`config.mk`:
```
export PLATFORM = sky130hd
export DESIGN_NAME = hazard_unit
export DESIGN_NICKNAME = d
export VERILOG_FILES = /design/src/rtl/hz_pkg.sv /design/src/rtl/hz_fwd_pick.sv /design/src/rtl/hz_load_use.sv /design/src/rtl/hz_redirect.sv /design/src/rtl/hazard_unit.sv
export SDC_FILE = /design/constraint.sdc
export NUM_CORES = 1
export LEC_CHECK = 0
export ABC_AREA = 0
export BUFFER_PORTS_ARGS = -buffer_cell sky130_fd_sc_hd__buf_4
export CORE_AREA = 3 3 40 42
export DETAILED_ROUTE_END_ITERATION = 16
export DIE_AREA = 0 0 43 45
export GPL_TIMING_DRIVEN = 1
export PLACE_DENSITY = 0.7
export SYNTH_ARGS = -nofsm -noshare
export SYNTH_HDL_FRONTEND = slang
export SYNTH_SLANG_ARGS = --single-unit
```
`constraint.sdc`:
```
create_clock -name vclk -period 0.8
set_clock_uncertainty 0.2 [all_clocks]
set_input_delay 0.04 -clock vclk [all_inputs]
set_output_delay 0.04 -clock vclk [all_outputs]
set_load 0.01 [all_outputs]
```
`src/rtl/hz_pkg.sv`:
```
package hz_pkg;
  typedef enum logic [1:0] {
    FWD_REG = 2'd0,
    FWD_EXM = 2'd1,
    FWD_MWB = 2'd2
  } fwd_sel_e;
endpackage

```
`src/rtl/hz_fwd_pick.sv`:
```
module hz_fwd_pick #(
  parameter int unsigned AW = 3
) (
  input  logic [AW-1:0]    src,
  input  logic             exm_we,
  input  logic [AW-1:0]    exm_rd,
  input  logic             mwb_we,
  input  logic [AW-1:0]    mwb_rd,
  output hz_pkg::fwd_sel_e sel,
  output logic             exm_hit,
  output logic             mwb_hit
);
  function automatic logic producer_hits(input logic we, input logic [AW-1:0] rd,
                                         input logic [AW-1:0] s);
    return we && (rd == s);
  endfunction

  assign exm_hit = producer_hits(exm_we, exm_rd, src);
  assign mwb_hit = producer_hits(mwb_we, mwb_rd, src);

  always_comb begin
    if (exm_hit)      sel = hz_pkg::FWD_EXM;
    else if (mwb_hit) sel = hz_pkg::FWD_MWB;
    else              sel = hz_pkg::FWD_REG;
  end
endmodule

```
`src/rtl/hz_load_use.sv`:
```
module hz_load_use #(
  parameter int unsigned AW   = 3,
  parameter int unsigned NSRC = 2
) (
  input  logic                     ld_in_ex,
  input  logic [AW-1:0]            ld_rd,
  input  logic [NSRC-1:0][AW-1:0]  dec_src,
  output logic                     hit
);
  logic [NSRC-1:0] src_match;

  for (genvar i = 0; i < NSRC; i++) begin : g_src
    assign src_match[i] = (dec_src[i] == ld_rd);
  end

  assign hit = ld_in_ex && (|src_match);
endmodule

```
`src/rtl/hz_redirect.sv`:
```
module hz_redirect (
  input  logic taken,
  input  logic stall_req,
  output logic pc_hold,
  output logic ifid_hold,
  output logic idex_bubble,
  output logic ifid_flush,
  output logic idex_flush,
  output logic pc_redirect
);
  logic stall_eff;

  assign stall_eff   = stall_req && !taken;
  assign pc_hold     = stall_eff;
  assign ifid_hold   = stall_eff;
  assign idex_bubble = stall_eff;
  assign ifid_flush  = taken;
  assign idex_flush  = taken;
  assign pc_redirect = taken;
endmodule

```
`src/rtl/hazard_unit.sv`:
```
module hazard_unit #(
  parameter int unsigned NREG  = 8,
  parameter int unsigned NOPND = 2,
  localparam int unsigned AW   = $clog2(NREG)
) (
  input  logic [AW-1:0] ex_rs_a,
  input  logic [AW-1:0] ex_rs_b,
  input  logic          exm_reg_write,
  input  logic [AW-1:0] exm_rd,
  input  logic          mwb_reg_write,
  input  logic [AW-1:0] mwb_rd,
  input  logic          ex_mem_read,
  input  logic [AW-1:0] ex_rd,
  input  logic [AW-1:0] id_rs_a,
  input  logic [AW-1:0] id_rs_b,
  input  logic          br_taken,
  output logic [1:0]    fwd_sel_a,
  output logic [1:0]    fwd_sel_b,
  output logic          pc_hold,
  output logic          ifid_hold,
  output logic          idex_bubble,
  output logic          ifid_flush,
  output logic          idex_flush,
  output logic          pc_redirect
);
  logic [NOPND-1:0][AW-1:0] ex_src;
  logic [NOPND-1:0][AW-1:0] id_src;
  hz_pkg::fwd_sel_e         opnd_sel [NOPND];
  logic [NOPND-1:0]         exm_hit_v;
  logic [NOPND-1:0]         mwb_hit_v;
  logic                     load_use_hit;

  assign ex_src[0] = ex_rs_a;
  assign ex_src[1] = ex_rs_b;
  assign id_src[0] = id_rs_a;
  assign id_src[1] = id_rs_b;

  for (genvar k = 0; k < NOPND; k++) begin : g_opnd
    hz_fwd_pick #(.AW(AW)) u_pick (
      .src     (ex_src[k]),
      .exm_we  (exm_reg_write),
      .exm_rd  (exm_rd),
      .mwb_we  (mwb_reg_write),
      .mwb_rd  (mwb_rd),
      .sel     (opnd_sel[k]),
      .exm_hit (exm_hit_v[k]),
      .mwb_hit (mwb_hit_v[k])
    );
  end

  assign fwd_sel_a = opnd_sel[0];
  assign fwd_sel_b = opnd_sel[1];

  hz_load_use #(.AW(AW), .NSRC(NOPND)) u_lu (
    .ld_in_ex (ex_mem_read),
    .ld_rd    (ex_rd),
    .dec_src  (id_src),
    .hit      (load_use_hit)
  );

  hz_redirect u_redir (
    .taken       (br_taken),
    .stall_req   (load_use_hit),
    .pc_hold     (pc_hold),
    .ifid_hold   (ifid_hold),
    .idex_bubble (idex_bubble),
    .ifid_flush  (ifid_flush),
    .idex_flush  (idex_flush),
    .pc_redirect (pc_redirect)
  );
endmodule

```
==> run_results.csv <==
group,metric,value,unit
run_status,status,"finished, violations left",
yosys,synth_top_area_share,56.3,%
run_status,violations,"negative setup slack",
min_path,worstHoldPathType,"input pin to output port",
flow_run,max-cap-violations,0,
die,die_w,43,um
die,initial_core_util,21.8,%
global_route,grt_usage,10.7,%
timing,fin_tns_setup,-0.653,ns
yosys,synth.avg_cell_area,8.01,um^2
final_layout,finalNonFillerCells,79,
clock_tree,postCtsHoldBufs,0,
worst_setup_path,arrival,0.70,ns
die,row_count,13,
worst_setup_path,crit_type,"input pin to output port",
timing,final-setup-viol-count,7,
final_layout,nClkBuffers,0,
drt,routed_via_density,4.27,
timing,setup_ws,-0.145,ns
timing,report.final.hold_viol_count,0,
drt,wl,1.00,mm
power_and_ir_drop,pwr-share-comb,100.0,%
yosys,yosysUniqueCellTypes,7,
yosys,seq_area_frac_synth,0,%
timing,finalCriticalPeriod,0.945,ns
drt,drc,0,
die,io-pin-count,35,
place,numPortBuffers,35,
drt,dr.first_iter.drc_count,0,
final_layout,nFlopsAndLatches,0,
min_path,hold_depth,3,
min_path,min_to,"idex_flush",
global_route,grt_overflow,0,
yosys,yosysMostFrequentCell,"xnor2_1",
worst_setup_path,setup.worst_path.end_class,"output port",
global_route,grt_max_degree,4,
timing,timing.fmax,1.06,GHz
place,place_ws,-0.203,ns
final_layout,syn_to_final_growth,160,%
drt,wl_per_cell,12.7,um
final_layout,fin_area,729,um^2
place,hpwl,725,um
timing,worstMarginPinSlew,0.137,ns
timing,rsz0062_at_grt,"true",
global_route,grt_pass1_wl,1.55,mm
clock_tree,post_cts_buffers,0,
worst_setup_path,startpoint_type,"input pin",
min_path,worstHoldStart,"br_taken",
die,fp.dieH,45,um
place,dp_cells,79,
worst_setup_path,cp_max_fo,2,
power_and_ir_drop,p_int,0.272,mW
global_route,antenna_found_initial,0,
timing,slew_viol_final,0,
drt,vias,337,
final_layout,drive_gt1_share,89.1,%
power_and_ir_drop,power.density,560,mW/mm^2
timing,slew_headroom,90.8,%
yosys,synth_common_cells,"xnor2_1, buf_4, nand4_1, and4_4, nor2_2",
timing,post-route-period-util,118,%
final_layout,nets,91,
yosys,yosysTopAreaCell,"xnor2_1",
yosys,syn-num-nets,60,
global_route,grt_pass1_vias,383,
final_layout,antenna_cells,0,
final_layout,ff_latch_area,0,um^2
yosys,yosys_warnings,0,
power_and_ir_drop,p_clk_share,0,%
die,fp.dieArea,0.00194,mm^2
power_and_ir_drop,p_seq_share,0,%
power_and_ir_drop,p_leak,0.358,nW
power_and_ir_drop,switching_power,0.137,mW
drt,firstDrtPassIters,1,
power_and_ir_drop,swShare,33.5,%
power_and_ir_drop,ir_worst_vdd,274,uV
drt,ant_nets,0,
worst_setup_path,worstPathRequired,0.56,ns
yosys,synthCells,35,
power_and_ir_drop,power.total,0.409,mW
yosys,synthTopCellsByArea,"xnor2_1, buf_4, nand4_1, and4_4, nor2_2",
final_layout,n_fill_cell,122,
yosys,syn_area,280,um^2
die,coreArea,0.00128,mm^2
place,gp_congestion,0.722,
place,postPlaceCellArea,517,um^2
[per-layer routing]
layer  wire length [um]  up-vias  GRT usage (%)
met5                  0        -              0
met4                  0        0              0
met3                111        0           2.39
met2                678       23           28.1
met1                212      146           6.99
li1                   -      168              -
[how the worst max path moves through the flow]
stage	from	endpoint	slack, ns	cells past startpoint
finish	exm_rd[0]	fwd_sel_a[1]	-0.14	5
CTS	exm_rd[2]	fwd_sel_b[1]	-0.14	5
detailed placement	ex_rs_a[2]	fwd_sel_a[1]	-0.20	5
global route	exm_rd[1]	fwd_sel_b[1]	-0.16	5
floorplan	ex_rd[0]	ifid_hold	0.01	4
global placement	ex_rs_a[2]	fwd_sel_a[1]	-0.19	5
[cells in the final DEF, fill, tap and decap left out, drive strengths merged]
cell type  netlist  final
buf              7     36
nor2b            1      1
nand4            4      4
and4             2      2
nand2            1      1
nor2             2      2
xnor2           18     18
[metrics by stage]
step | utilization, % | hold WS [ns]
detailed placement | 40.2 | 0.173
global placement | 40.2 | 0.171
finish | 56.8 | 0.191
floorplan | - | -0.0282
CTS | 54.7 | 0.193
global route | 56.8 | 0.207
[area by class of cell]
| cell class | instances | area, um^2 | share of cell area, % |
|---|---|---|---|
| timing repair buffer | 36 | 360 | 49.4 |
| multi-input combinational | 28 | 350 | 48.0 |
| tap | 15 | 18.8 | 2.57 |
[power by group through the flow]
stage,logic [mW],clock network [mW],registers (mW)
2_1_floorplan,0.138,0,0
3_3_place_gp,0.283,0,0
3_5_place_dp,0.286,0,0
4_1_cts,0.392,0,0
5_1_grt,0.433,0,0
6_report,0.409,0,0
[kinds of logic after synthesis]
family / Yosys count / share of synthesized area [%]
xor+xnor: 18 / 56.2
simple gates: 10 / 25.0
buf+inv: 7 / 18.7
[critical path, stage by stage]
cell and delay [ns]:
buf_8 0.10, xnor2_2 0.15, and4_4 0.25, nor2_2 0.04, buf_6 0.11
[what timing repair did]
| action | CTS | global route |
|---|---|---|
| resized for setup | 37 | 5 |
| setup endpoints to repair | 7 | 7 |
| cloned | 0 | 0 |
| pin swaps | 18 | 9 |
(Power assumes the default switching activity.)
